## config.mk

```make
export PLATFORM = sky130hd
export DESIGN_NAME = cart_bank_ctrl
export DESIGN_NICKNAME = d
export VERILOG_FILES = /design/src/rtl/cart_bank_pkg.sv /design/src/rtl/cart_ctl_regs.sv /design/src/rtl/cart_bank_map.sv /design/src/rtl/cart_bus_out.sv /design/src/rtl/cart_bank_ctrl.sv
export SDC_FILE = /design/constraint.sdc
export NUM_CORES = 1
export LEC_CHECK = 0
export ABC_AREA = 0
export ABC_CLOCK_PERIOD_IN_PS = 1200
export CORE_ASPECT_RATIO = 0.5
export CORE_UTILIZATION = 37
export CTS_CLUSTER_DIAMETER = 100
export CTS_CLUSTER_SIZE = 10
export DETAILED_ROUTE_END_ITERATION = 10
export PLACE_DENSITY = 0.86
export SYNTH_ARGS = -nofsm -noshare
export SYNTH_HDL_FRONTEND = slang
export SYNTH_HIERARCHICAL = 1
export SYNTH_SLANG_ARGS = --single-unit
```

## constraint.sdc

```tcl
create_clock -name clk -period 1.2 [get_ports clk]
set_input_delay 0.18 -clock clk [delete_from_list [all_inputs] [get_ports clk]]
set_output_delay 0.18 -clock clk [all_outputs]
set_load 0.1 [all_outputs]
```

## src/rtl/cart_bank_pkg.sv

```systemverilog
package cart_bank_pkg;

  localparam logic [7:0] GATE_OPEN_KEY  = 8'h0A;
  localparam logic [7:0] GATE_CLOSE_KEY = 8'h00;
  localparam int         FULL_BANK_W    = 7;

  typedef enum logic [1:0] {
    SEL_GATE  = 2'd0,
    SEL_LOW   = 2'd1,
    SEL_UPPER = 2'd2,
    SEL_MODE  = 2'd3
  } ctl_sel_e;

  typedef struct packed {
    logic       gate;
    logic [4:0] low;
    logic [1:0] upper;
    logic       mode;
  } ctl_state_t;

  // Upper bits placed at their insertion point (bit 5, or bit 4 when multicart)
  function automatic logic [FULL_BANK_W-1:0] place_upper(input logic [1:0] up,
                                                         input logic multi);
    return multi ? {1'b0, up, 4'b0000} : {up, 5'b00000};
  endfunction

endpackage

```

## src/rtl/cart_ctl_regs.sv

```systemverilog
module cart_ctl_regs
  import cart_bank_pkg::*;
(
  input  logic       clk,
  input  logic       rst,
  input  logic       multi_en,
  input  logic       wr,
  input  logic [2:0] addr_hi,
  input  logic [7:0] wdata,
  output ctl_state_t st
);

  logic [4:0] low_next;

  always_comb begin
    low_next = wdata[4:0];
    if (low_next == 5'd0) low_next = 5'd1;
    if (multi_en) low_next[4] = 1'b0;
  end

  always_ff @(posedge clk) begin
    if (rst) begin
      st <= '{gate: 1'b0, low: 5'd1, upper: 2'd0, mode: 1'b0};
    end else if (wr && !addr_hi[2]) begin
      case (ctl_sel_e'(addr_hi[1:0]))
        SEL_GATE: begin
          if (wdata == GATE_OPEN_KEY)       st.gate <= 1'b1;
          else if (wdata == GATE_CLOSE_KEY) st.gate <= 1'b0;
        end
        SEL_LOW:   st.low   <= low_next;
        SEL_UPPER: st.upper <= wdata[1:0];
        SEL_MODE:  st.mode  <= wdata[0];
        default: ;
      endcase
    end
  end

  AST_RESET_STATE: assert property (@(posedge clk) disable iff (rst)
    $past(rst) |-> (st.low == 5'd1 && st.upper == 2'd0 && !st.mode && !st.gate));
  AST_GATE_OPEN: assert property (@(posedge clk) disable iff (rst)
    (wr && addr_hi == 3'b000 && wdata == 8'h0A) |=> st.gate);
  AST_GATE_CLOSE: assert property (@(posedge clk) disable iff (rst)
    (wr && addr_hi == 3'b000 && wdata == 8'h00) |=> !st.gate);
  AST_GATE_KEEP: assert property (@(posedge clk) disable iff (rst)
    (wr && addr_hi == 3'b000 && wdata != 8'h0A && wdata != 8'h00) |=> $stable(st.gate));
  AST_LOW_NONZERO: assert property (@(posedge clk) disable iff (rst)
    !multi_en |-> (st.low != 5'd0));
  AST_LOW_NARROW: assert property (@(posedge clk) disable iff (rst)
    multi_en |-> !st.low[4]);
  AST_HIGH_WRITE_IGNORED: assert property (@(posedge clk) disable iff (rst)
    (wr && addr_hi[2]) |=> $stable(st));

endmodule

```

## src/rtl/cart_bank_map.sv

```systemverilog
module cart_bank_map
  import cart_bank_pkg::*;
#(
  parameter int ROM_BW = 6,
  parameter int RAM_BW = 1
) (
  input  logic              clk,
  input  logic              rst,
  input  logic              multi_en,
  input  ctl_state_t        st,
  output logic [ROM_BW-1:0] hi_bank,
  output logic [ROM_BW-1:0] lo_bank,
  output logic [RAM_BW-1:0] ram_bank
);

  logic [FULL_BANK_W-1:0] up_placed;
  logic [FULL_BANK_W-1:0] low_part;
  logic [FULL_BANK_W-1:0] hi_full;
  logic [FULL_BANK_W-1:0] lo_full;

  always_comb begin
    up_placed = place_upper(st.upper, multi_en);
    low_part  = {2'b00, st.low};
    hi_full   = up_placed | low_part;
    lo_full   = st.mode ? up_placed : '0;
  end

  // Power-of-two sizes: truncation is the wrap
  assign hi_bank  = ROM_BW'(hi_full);
  assign lo_bank  = ROM_BW'(lo_full);
  assign ram_bank = st.mode ? RAM_BW'(st.upper) : '0;

  AST_MODE0_FIXED: assert property (@(posedge clk) disable iff (rst)
    !st.mode |-> (lo_bank == '0 && ram_bank == '0));
  AST_MODE1_RAM: assert property (@(posedge clk) disable iff (rst)
    st.mode |-> (ram_bank == RAM_BW'(st.upper)));

endmodule

```

## src/rtl/cart_bus_out.sv

```systemverilog
module cart_bus_out #(
  parameter int ROM_BW = 6,
  parameter int RAM_BW = 1,
  localparam int ROM_AW = ROM_BW + 14,
  localparam int RAM_AW = RAM_BW + 13
) (
  input  logic              clk,
  input  logic              rst,
  input  logic              cpu_rd,
  input  logic              cpu_wr,
  input  logic [15:0]       cpu_addr,
  input  logic [7:0]        mem_rdata,
  input  logic              gate,
  input  logic [ROM_BW-1:0] hi_bank,
  input  logic [ROM_BW-1:0] lo_bank,
  input  logic [RAM_BW-1:0] ram_bank,
  output logic [ROM_AW-1:0] rom_addr,
  output logic [RAM_AW-1:0] ram_addr,
  output logic              ram_ce,
  output logic              ram_we,
  output logic [7:0]        cpu_rdata
);

  logic in_ram_win;
  logic blank_q;
  logic live_q;

  assign in_ram_win = (cpu_addr[15:13] == 3'b101);

  always_ff @(posedge clk) begin
    if (rst) begin
      rom_addr <= '0;
      ram_addr <= '0;
      ram_ce   <= 1'b0;
      ram_we   <= 1'b0;
      blank_q  <= 1'b0;
      live_q   <= 1'b0;
    end else begin
      rom_addr <= {(cpu_addr[14] ? hi_bank : lo_bank), cpu_addr[13:0]};
      ram_addr <= {ram_bank, cpu_addr[12:0]};
      ram_ce   <= gate && in_ram_win && (cpu_rd || cpu_wr);
      ram_we   <= gate && in_ram_win && cpu_wr;
      blank_q  <= !gate && in_ram_win && cpu_rd;
      live_q   <= 1'b1;
    end
  end

  assign cpu_rdata = blank_q ? 8'hFF : mem_rdata;

  AST_WE_NEEDS_CE: assert property (@(posedge clk) disable iff (rst)
    ram_we |-> ram_ce);
  AST_CE_NEEDS_GATE: assert property (@(posedge clk) disable iff (rst)
    ram_ce |-> $past(gate));
  AST_BLANK_NO_CE: assert property (@(posedge clk) disable iff (rst)
    (cpu_rdata != mem_rdata) |-> !ram_ce);
  AST_ROM_OFFSET: assert property (@(posedge clk) disable iff (rst)
    live_q |-> (rom_addr[13:0] == $past(cpu_addr[13:0])));

endmodule

```

## src/rtl/cart_bank_ctrl.sv

```systemverilog
module cart_bank_ctrl
  import cart_bank_pkg::*;
#(
  parameter int ROM_BANKS = 64,
  parameter int RAM_BANKS = 2,
  localparam int ROM_BW = $clog2(ROM_BANKS),
  localparam int RAM_BW = $clog2(RAM_BANKS),
  localparam int ROM_AW = ROM_BW + 14,
  localparam int RAM_AW = RAM_BW + 13
) (
  input  logic              clk,
  input  logic              rst,
  input  logic              multi_en,
  input  logic              cpu_rd,
  input  logic              cpu_wr,
  input  logic [15:0]       cpu_addr,
  input  logic [7:0]        cpu_wdata,
  input  logic [7:0]        mem_rdata,
  output logic [ROM_AW-1:0] rom_addr,
  output logic [RAM_AW-1:0] ram_addr,
  output logic              ram_ce,
  output logic              ram_we,
  output logic [7:0]        cpu_rdata
);

  ctl_state_t        st;
  logic [ROM_BW-1:0] hi_bank;
  logic [ROM_BW-1:0] lo_bank;
  logic [RAM_BW-1:0] ram_bank;

  cart_ctl_regs u_regs (
    .clk      (clk),
    .rst      (rst),
    .multi_en (multi_en),
    .wr       (cpu_wr),
    .addr_hi  (cpu_addr[15:13]),
    .wdata    (cpu_wdata),
    .st       (st)
  );

  cart_bank_map #(.ROM_BW(ROM_BW), .RAM_BW(RAM_BW)) u_map (
    .clk      (clk),
    .rst      (rst),
    .multi_en (multi_en),
    .st       (st),
    .hi_bank  (hi_bank),
    .lo_bank  (lo_bank),
    .ram_bank (ram_bank)
  );

  cart_bus_out #(.ROM_BW(ROM_BW), .RAM_BW(RAM_BW)) u_out (
    .clk       (clk),
    .rst       (rst),
    .cpu_rd    (cpu_rd),
    .cpu_wr    (cpu_wr),
    .cpu_addr  (cpu_addr),
    .mem_rdata (mem_rdata),
    .gate      (st.gate),
    .hi_bank   (hi_bank),
    .lo_bank   (lo_bank),
    .ram_bank  (ram_bank),
    .rom_addr  (rom_addr),
    .ram_addr  (ram_addr),
    .ram_ce    (ram_ce),
    .ram_we    (ram_we),
    .cpu_rdata (cpu_rdata)
  );

endmodule

```

==> results of run 1 <==
## path summary, 6_finish.rpt
check	from	end	slack, ps
setup / recovery	u_out/blank_q$_SDFF_PP0_	cpu_rdata[6]	-60
hold / removal	cpu_addr[15]	u_regs/st[8]$_SDFFE_PP0P_	320
setup reg to reg	u_regs/st[1]$_SDFFE_PP0P_	u_out/rom_addr[19]$_SDFF_PP0_	100
hold reg to reg	u_regs/st[8]$_SDFFE_PP0P_	u_out/blank_q$_SDFF_PP0_	500
## repair_timing
item	in CTS	in global routing
endpoints found under the hold margin	0	0
gates resized for setup	17	5
pin swaps	8	1
setup endpoints to repair	14	17
## Yosys cell counts
cell type  count
nand4bb_1      1
and2_4         1
nor4b_1        1
buf_4         21
o32ai_1        1
nand4bb_4      1
and3_1         1
o21ai_0        1
or3_1          1
mux2_4         1
and4bb_2       1
clkbuf_1       1
and2_1         1
a21o_2         1
nor3b_2        1
buf_6          1
a21oi_1        2
nor2b_1       15
nand4b_1       1
inv_1          2
buf_2          3
dfxtp_1       33
nand2_1        4
nor2_1        15
or2_2          8
conb_1         1
or4_1          1
a2111oi_0      1
mux2i_1       12
and3_2         1
nor4_1         2
## metrics by stage
stage                     area [um2]  power (mW)  std cells  hold WS, ps
after global routing            2790        3.23        263          323
after floorplan                 1450        1.83        140          252
after CTS                       2770        3.11        263          422
after detailed placement        2640        2.29        255          462
final                           2790        3.12        263          324
after global placement          2640        2.27        255          449
## cell families after synthesis
| family | after synthesis | share of synthesized area, % |
|---|---|---|
| compound gates | 6 | 2.98 |
| buf+inv | 28 | 14.1 |
| flops | 33 | 47.6 |
| mux | 13 | 9.74 |
| other cells | 1 | 0.270 |
| simple gates | 56 | 25.3 |
## critical path, delay by kind of cell, from the launching register on
family | cells | cell delay [ps]
flops | 1 | 370
buf+inv | 1 | 170
simple gates | 1 | 250
## area by class of cell
type	count	share of cell area, %
clock inverter	2	0.358
multi-input combinational	79	21.6
timing repair buffer	90	47.3
inverter	2	0.269
clock buffer	6	2.60
tap	51	2.28
sequential	33	25.5
## where the power goes
part | total [mW] | leakage (nW) | switching, mW | internal, mW
Combinational | 1.12 | 0.853 | 0.667 | 0.451
Sequential | 1.17 | 0.279 | 0.0498 | 1.12
Clock | 0.830 | 0.0450 | 0.428 | 0.402
## state kept, by name (all words and copies together) (netlist names)
| name | cells |
|---|---|
| u_regs/st | 9 |
| u_out/ram_ce | 1 |
| u_out/ram_we | 1 |
| u_out/rom_addr | 20 |
| u_out/blank_q | 1 |
| u_out/ram_addr | 1 |
## metal layers
| layer | global-route usage (%) | up-vias | part of all wire [%] |
|---|---|---|---|
| met5 | 0 | - | 0 |
| met4 | 7.42 | 0 | 1.3 |
| met3 | 4.20 | 7 | 3.6 |
| met2 | 43.8 | 45 | 55 |
| met1 | 26.4 | 586 | 40 |
| li1 | - | 575 | - |
==> out/metrics.yaml, run 1 <==
floorplan:
  rows: 15
  pin_count: 81
  die_h_um: 45.3
  coreArea_um2: 3510
  die_area_um2: 4010
  start_util_pct: 39.5
  dieWidth_um: 88.6
cells_and_area:
  fill_cells: 153
  syn2layout_area_growth_pct: 101
  final_cell_mix: "44 x buf_12, 31 x clkdlybuf4s50_1, 19 x dfxtp_1, 15 x nor2_1, 15 x nor2b_1"
  regArea_um2: 713
  drive_gt1_share_pct: 44.8
  nets: 248
  num_antenna_cells: 0
  final_util_pct: 79.6
  final_common_cell: "buf_12"
  multi_input_area_um2: 604
setup_path:
  crit_slowest_cell: "dfxtp_4"
  cp_max_fo: 8
  cp-end-kind: "primary output"
  path_cells: "or2_4 > buf_12"
  cp-start-kind: "register"
  criticalPathCategory: "reg2out"
  cp.required_ps: 1020
  crit_arrival_ps: 1080
  max_stage_delay_ps: 370
  reg2reg_depth: 4
synthesis:
  ys_ff_latch: 33
  yosysSeqAreaShare_pct: 47.6
  ys_top_cells_by_area: "dfxtp_1 48%, buf_4 11%, mux2i_1 8.7%"
  synth_top_area_share_pct: 47.6
  syn_area_per_cell_um2: 10.1
  yosysTopAreaCell: "dfxtp_1"
  yosysWarnings: 6
  syn_inst: 137
  synth_area_um2: 1390
  synth_cell_type_count: 31
worst_hold_path:
  hold_path_depth: 4
  hold_class: "in2reg"
global_route:
  grt_usage_pct: 22.9
  grt_overflow: 0
  antenna_found_initial: 0
  grt_max_degree: 17
  grt_pass1_wl_mm: 6.50
  grt_pass1_vias: 1212
clock_network:
  cts_tree: "built"
  cts_max_level: 2
  worstSkewPairLatency_ps: 290
  hold_buffers: 0
  cts_root_buf: "clkbuf_8"
  postCtsSetupBuffers: 0
  clock_sinks: 33
  cts_buffers: 5
  clkTransAtPathRegs_ps: 70
  clock_path_buffers: 2
detailed_routing:
  ant_nets: 0
  drt-total-wl_mm: 4.36
  vias_per_cell: 4.61
  detailroute.via_count: 1213
  dr.pass1.iters: 4
  drt_iter0_drc: 32
  drc_errors: 0
  wl_per_cell_um: 16.6
placed_design:
  hpwlAfterDp_mm: 3.07
  port_buffers: 80
  place_ws_ps: -415
  globalplace.congestion: 0.822
timing:
  fmax_mhz: 796
  finalClockSkew_ps: 4.96
  postLayoutSetupSlackWorst_ps: -56.8
  setup_viol: 8
  slew_viol_final: 0
  hold_viol: 0
  grt_setup_unrepaired: "yes"
  period_needed_ps: 1260
  period_share_pct: 105
  tns_ps: -396
run:
  cap_violations: 0
power:
  vdd.ir_drop.worst_v: 0.000467
  p_leak_nw: 1.18
  powerDensity_nw_per_um2: 1120
outcome:
  status: "finished with violations"
  violations: "setup timing"
Power figures use the tool's default switching activity.
==> run 2: changes to the inputs <==
TNS_END_PERCENT = 30   (was not set)
==> run 2 against run 1 <==
Effect of this change:
- the flow still finishes with violations (setup timing)
- wire length rose by 13%
- clock-buffer cell count grew 1
- worst setup slack better by 3.8 ps
- sequential cell count is the same
- non-clock buffer count rose by 1
- largest cell class unchanged
- clock power up 3.5%
==> out/metrics.yaml, run 2 (same netlist as run 1, synthesis figures left out) <==
outcome:
  status: "finished with violations"  # unchanged
  violations: "setup timing"  # unchanged
timing:
  hold_slack_ps: 263  # was 324 ps
  postLayoutSetupSlackWorst_ps: -52.9  # was -56.8 ps
  period_share_pct: 104  # was 105%
  tns_ps: -368  # was -396 ps
  setup_viol: 9  # was 8
  hold_viol: 0  # unchanged
  period_needed_ps: 1250  # was 1260 ps
  finalClockSkew_ps: 5.97  # was 4.96 ps
  slew_viol_final: 0  # unchanged
  grt_setup_unrepaired: "yes"  # unchanged
  fmax_mhz: 798  # was 796 MHz
cells_and_area:
  drive_gt1_share_pct: 44.8  # unchanged
  regMostFlops: "u_out/rom_addr"  # unchanged
  reg_top3: "u_out/rom_addr: 20 flops, u_regs/st: 9 flops"  # unchanged
  final_common_cell: "buf_12"  # unchanged
  largest_reg_flops: 20  # unchanged
  nets: 249  # was 248
  fill_cells: 176  # was 153
  num_antenna_cells: 0  # unchanged
  final_util_pct: 79.8  # was 79.6%
  final_cell_mix: "44 x buf_12, 27 x clkdlybuf4s50_1, 19 x dfxtp_1, 15 x nor2_1, 15 x nor2b_1"  # was 44 x buf_12, 31 x clkdlybuf4s50_1, 19 x dfxtp_1, 15 x nor2_1, 15 x nor2b_1
  syn2layout_area_growth_pct: 102  # was 101%
run:
  cap_violations: 0  # unchanged
power:
  vdd.ir_drop.worst_v: 0.000618  # was 0.000467 V
  p_leak_nw: 1.22  # was 1.18 nW
  power_mw: 3.18  # was 3.12 mW
  powerDensity_nw_per_um2: 1130  # was 1120 nW/um2
worst_hold_path:
  hold_class: "in2reg"  # unchanged
setup_path:
  cp.required_ps: 1020  # about the same
  crit_arrival_ps: 1070  # was 1080 ps
  criticalPathCategory: "reg2out"  # unchanged
  cp-end-kind: "primary output"  # unchanged
  cp_max_fo: 8  # unchanged
  cp-start-kind: "register"  # unchanged
detailed_routing:
  drt_iter0_drc: 49  # was 32
  m1WireLength_mm: 2.02  # was 1.77 mm
  drc_errors: 0  # unchanged
  detailroute.via_count: 1253  # was 1213
  wl_met3_um: 332  # was 157 um
  ant_nets: 0  # unchanged
  drt-total-wl_mm: 4.94  # was 4.36 mm
  wl_met2_mm: 2.49  # was 2.38 mm
  vias_per_cell: 4.76  # was 4.61
  dr.pass1.iters: 4  # unchanged
  wl_per_cell_um: 18.8  # was 16.6 um
  routed.top_layer: "met4"  # unchanged
clock_network:
  worstSkewPairLatency_ps: 280  # was 290 ps
  clkTransAtPathRegs_ps: 70  # about the same
  hold_buffers: 0  # unchanged
  postCtsSetupBuffers: 0  # unchanged
  cts_max_level: 2  # unchanged
  cts_root_buf: "clkbuf_8"  # unchanged
  clock_sinks: 33  # unchanged
  cts_buffers: 5  # unchanged
  cts_tree: "built"  # unchanged
  clock_path_buffers: 2  # unchanged
floorplan:
  die_area_um2: 4010  # unchanged
  pin_count: 81  # unchanged
  start_util_pct: 39.5  # unchanged
  dieWidth_um: 88.6  # unchanged
  rows: 15  # unchanged
  coreArea_um2: 3510  # unchanged
  die_h_um: 45.3  # unchanged
global_route:
  grt_pass1_vias: 1318  # was 1212
  grt_overflow: 0  # unchanged
  antenna_found_initial: 0  # unchanged
  grt_usage_pct: 25.1  # was 22.9%
  grt_pass1_wl_mm: 7.13  # was 6.50 mm
  grt_max_degree: 17  # unchanged
placed_design:
  globalplace.congestion: 0.864  # was 0.822
  port_buffers: 80  # unchanged
  hpwlAfterDp_mm: 3.32  # was 3.07 mm
[run 2: cell count changes in the layout (fill, tap and decap cells not counted), sizes merged]
cell           previous run  this run
dlymetal6s2s              3         8
clkdlybuf4s50            31        27
clkinv                    2         0
buf                      54        55
clkbuf                    6         7
dlygate4sd2               2         1
[run 2: area by class of cell]
type	instances	area, um2	share of cell area (%)
Clock buffer	7	86.3	3.08
Tap cell	51	63.8	2.28
Sequential cell	33	688	24.6
Multi-Input combinational cell	79	613	21.9
Timing Repair Buffer	91	1340	47.9
Inverter	2	7.51	0.268
[run 2: metrics by stage]
stage	std cells	setup slack, ps	area [um2]
2_1_floorplan	140	-1.76	1420
3_3_place_gp	256	-258	2620
3_5_place_dp	256	-384	2620
4_1_cts	263	-67.4	2750
5_1_grt	263	-75.1	2800
6_report	263	-52.9	2800
[run 2: path summary, 6_finish.rpt]
path | from | end | slack [ps] | cells past startpoint
hold / removal | cpu_wr | u_out/ram_we$_SDFF_PP0_ | 260 | 3
hold reg to reg | u_regs/st[8]$_SDFFE_PP0P_ | u_out/ram_we$_SDFF_PP0_ | 490 | 2
setup / recovery | u_out/blank_q$_SDFF_PP0_ | cpu_rdata[7] | -50 | 2
setup reg to reg | u_regs/st[1]$_SDFFE_PP0P_ | u_out/rom_addr[19]$_SDFF_PP0_ | 110 | 4
[run 2: critical path, stage by stage (launching register included)]
cell	delay, ps
dfxtp_4	370
or2_4	250
buf_12	170
[run 2: repair_timing]
item                       in CTS  in global routing
pin swaps                       5                  3
gates resized for setup        15                 11
setup endpoints to repair      12                 14
hold endpoints to repair        0                  0
[run 2: routing by layer]
metal	global-route usage, %	up-vias
li1	-	570
met1	29.3	606
met2	46.6	69
met3	7.13	8
met4	5.81	0
met5	0	-
[run 2: power by group]
part / switching (mW) / leakage (nW) / internal [mW]
Clock: 0.404 / 0.0443 / 0.455
Combinational: 0.678 / 0.903 / 0.452
Sequential: 0.0527 / 0.276 / 1.13
==> run 3: changes to the inputs <==
--- a/config.mk
+++ b/config.mk
@@ -14,3 +14,3 @@
 export DETAILED_ROUTE_END_ITERATION = 10
-export PLACE_DENSITY = 0.86
+export PLACE_DENSITY = 0.85
 export SYNTH_ARGS = -nofsm -noshare
==> constraint.sdc (replaced) <==
create_clock -name clk -period 1.2 [get_ports clk]
set_input_delay 0.3 -clock clk [delete_from_list [all_inputs] [get_ports clk]]
set_output_delay 0.3 -clock clk [all_outputs]
set_load 0.1 [all_outputs]
==> run 3 against run 2 <==
Effect of this change:
- the run still ends with setup timing left
- wire length is 11% lower
- non-clock buffer count unchanged
- sequential cell count did not move
- register-to-register slack hardly changed
- largest power group unchanged
==> out/metrics.yaml, run 3 (same netlist as run 1, synthesis figures left out) <==
outcome:
  status: "finished with violations"  # unchanged
  violations: "setup timing"  # unchanged
setup_path:
  reg2reg_depth: 4  # unchanged
  max_stage_delay_ps: 370  # about the same
  cp-end-kind: "primary output"  # unchanged
  cp-start-kind: "register"  # unchanged
  cp.required_ps: 900  # was 1020 ps
  worst-path-buf-inv: 1  # unchanged
  cp_max_fo: 8  # unchanged
  crit_family: "flip-flops"  # unchanged
  worst-path-stages: 2  # unchanged
  path_cells: "or2_4 > buf_12"  # unchanged
  criticalPathCategory: "reg2out"  # unchanged
  crit_slowest_cell: "dfxtp_4"  # unchanged
  crit_arrival_ps: 1060  # was 1070 ps
detailed_routing:
  dr.pass1.iters: 4  # unchanged
  drc_errors: 0  # unchanged
  ant_nets: 0  # unchanged
  drt-total-wl_mm: 4.41  # was 4.94 mm
  wl_per_cell_um: 16.7  # was 18.8 um
  detailroute.via_count: 1243  # was 1253
  routed.top_layer: "met4"  # unchanged
  drt_iter0_drc: 36  # was 49
  m1WireLength_mm: 1.56  # was 2.02 mm
  wl_met2_mm: 2.49  # about the same
  vias_per_cell: 4.71  # was 4.76
  wl_met3_um: 288  # was 332 um
power:
  p_int_mw: 1.97  # was 2.04 mW
  seq_power_share_pct: 38.3  # was 37.4%
  p_sw_share_pct: 35.8  # was 35.7%
  p_comb_share_pct: 36.2  # was 35.6%
  p_leak_nw: 1.21  # was 1.22 nW
  powerDensity_nw_per_um2: 1100  # was 1130 nW/um2
  switchingPower_mw: 1.10  # was 1.13 mW
  clkPwrFrac_pct: 25.5  # was 27.1%
  vdd.ir_drop.worst_v: 0.000538  # was 0.000618 V
cells_and_area:
  final_common_cell: "buf_12"  # unchanged
  regMostFlops: "u_out/rom_addr"  # unchanged
  final_cell_area_um2: 2800  # about the same
  nets: 249  # unchanged
  drive_gt1_share_pct: 44.6  # was 44.8%
  largest_reg_flops: 20  # unchanged
  num_antenna_cells: 0  # unchanged
  reg_top3: "u_out/rom_addr: 20 flops, u_regs/st: 9 flops"  # unchanged
  syn2layout_area_growth_pct: 102  # about the same
  final_cell_mix: "44 x buf_12, 19 x dfxtp_1, 18 x clkdlybuf4s50_1, 15 x nor2_1, 15 x nor2b_1"  # was 44 x buf_12, 27 x clkdlybuf4s50_1, 19 x dfxtp_1, 15 x nor2_1, 15 x nor2b_1
  final_util_pct: 79.7  # was 79.8%
clock_network:
  cts_max_level: 2  # unchanged
  cts_buffers: 5  # unchanged
  worstSkewPairLatency_ps: 280  # about the same
  cts_root_buf: "clkbuf_8"  # unchanged
  cts_tree: "built"  # unchanged
  hold_buffers: 0  # unchanged
  clock_sinks: 33  # unchanged
  clkTransAtPathRegs_ps: 70  # about the same
  clock_path_buffers: 2  # unchanged
floorplan:
  dieWidth_um: 88.6  # unchanged
  die_h_um: 45.3  # unchanged
  coreArea_um2: 3510  # unchanged
  pin_count: 81  # unchanged
  start_util_pct: 39.5  # unchanged
  die_area_um2: 4010  # unchanged
  rows: 15  # unchanged
timing:
  postLayoutSetupSlackWorst_ps: -159  # was -52.9 ps
  period_share_pct: 113  # was 104%
  slew_viol_final: 0  # unchanged
  grt_setup_unrepaired: "yes"  # unchanged
  finalClockSkew_ps: 7.82  # was 5.97 ps
  fmax_mhz: 736  # was 798 MHz
  hold_viol: 0  # unchanged
  period_needed_ps: 1360  # was 1250 ps
  setup_viol: 10  # was 9
global_route:
  grt_pass1_wl_mm: 6.44  # was 7.13 mm
  antenna_found_initial: 0  # unchanged
  grt_pass1_vias: 1270  # was 1318
  grt_overflow: 0  # unchanged
  grt_max_degree: 30  # was 17
  grt_usage_pct: 23.3  # was 25.1%
worst_hold_path:
  hold_path_depth: 3  # unchanged
  hold_class: "in2reg"  # unchanged
placed_design:
  placed_area_um2: 2640  # was 2620 um2
  hpwlAfterDp_mm: 3.38  # was 3.32 mm
  globalplace.congestion: 0.806  # was 0.864
  port_buffers: 80  # unchanged
run:
  cap_violations: 0  # unchanged
[run 3: cell type report]
| type | count | area [um2] |
|---|---|---|
| Timing Repair Buffer | 91 | 1320 |
| Tap cell | 51 | 63.8 |
| Clock buffer | 7 | 76.3 |
| Multi-Input combinational cell | 79 | 616 |
| Fill cell | 169 | 712 |
| Clock inverter | 1 | 5.00 |
| Sequential cell | 33 | 706 |
| Inverter | 2 | 7.51 |
[run 3: worst reg2reg max path, stage by stage, from the launching register on]
cell	delay (ps)
dfxtp_1	360
mux2_4	290
and2_4	150
mux2i_1	120
nor2_1	50
[run 3: through the flow]
step	instances	hold slack [ps]	worst slack (ps)	setup TNS, ps	total power [mW]
2_1_floorplan	140	372	-122	-455	1.83
5_1_grt	264	396	-184	-1670	3.17
4_1_cts	264	500	-165	-1360	3.07
6_report	264	372	-159	-1360	3.07
3_5_place_dp	256	476	-471	-9770	2.30
3_3_place_gp	256	448	-367	-8700	2.27
[run 3: timing repair]
action                                  CTS  global route
setup buffers                             0             0
resized for setup                        27            10
endpoints found under the setup margin   19            12
hold endpoints to repair                  0             0
pin swaps                                 9             0
[run 3: per-layer routing]
layer / global-route usage (%) / up-vias
li1: - / 577
met1: 22.3 / 588
met2: 47.5 / 72
met3: 6.58 / 6
met4: 10.6 / 0
met5: 0 / -
[run 3: path summary, 6_finish.rpt]
| kind | start | to | slack (ps) |
|---|---|---|---|
| worst min-delay path | cpu_wdata[3] | u_regs/st[6]$_SDFFE_PP0P_ | 370 |
| worst min register to register | u_regs/st[6]$_SDFFE_PP0P_ | u_regs/st[6]$_SDFFE_PP0P_ | 500 |
| worst max register to register | u_regs/st[1]$_SDFFE_PP0P_ | u_out/rom_addr[19]$_SDFF_PP0_ | 120 |
| worst max-delay path | u_out/blank_q$_SDFF_PP0_ | cpu_rdata[2] | -160 |
[run 3: power by group through the flow]
stage	Sequential (mW)	Clock [mW]	Combinational [mW]
after floorplan	1.41	0	0.426
final	1.18	0.782	1.11
after global placement	1.20	0	1.07
after detailed placement	1.20	0	1.09
after CTS	1.18	0.794	1.10
after global routing	1.18	0.847	1.14
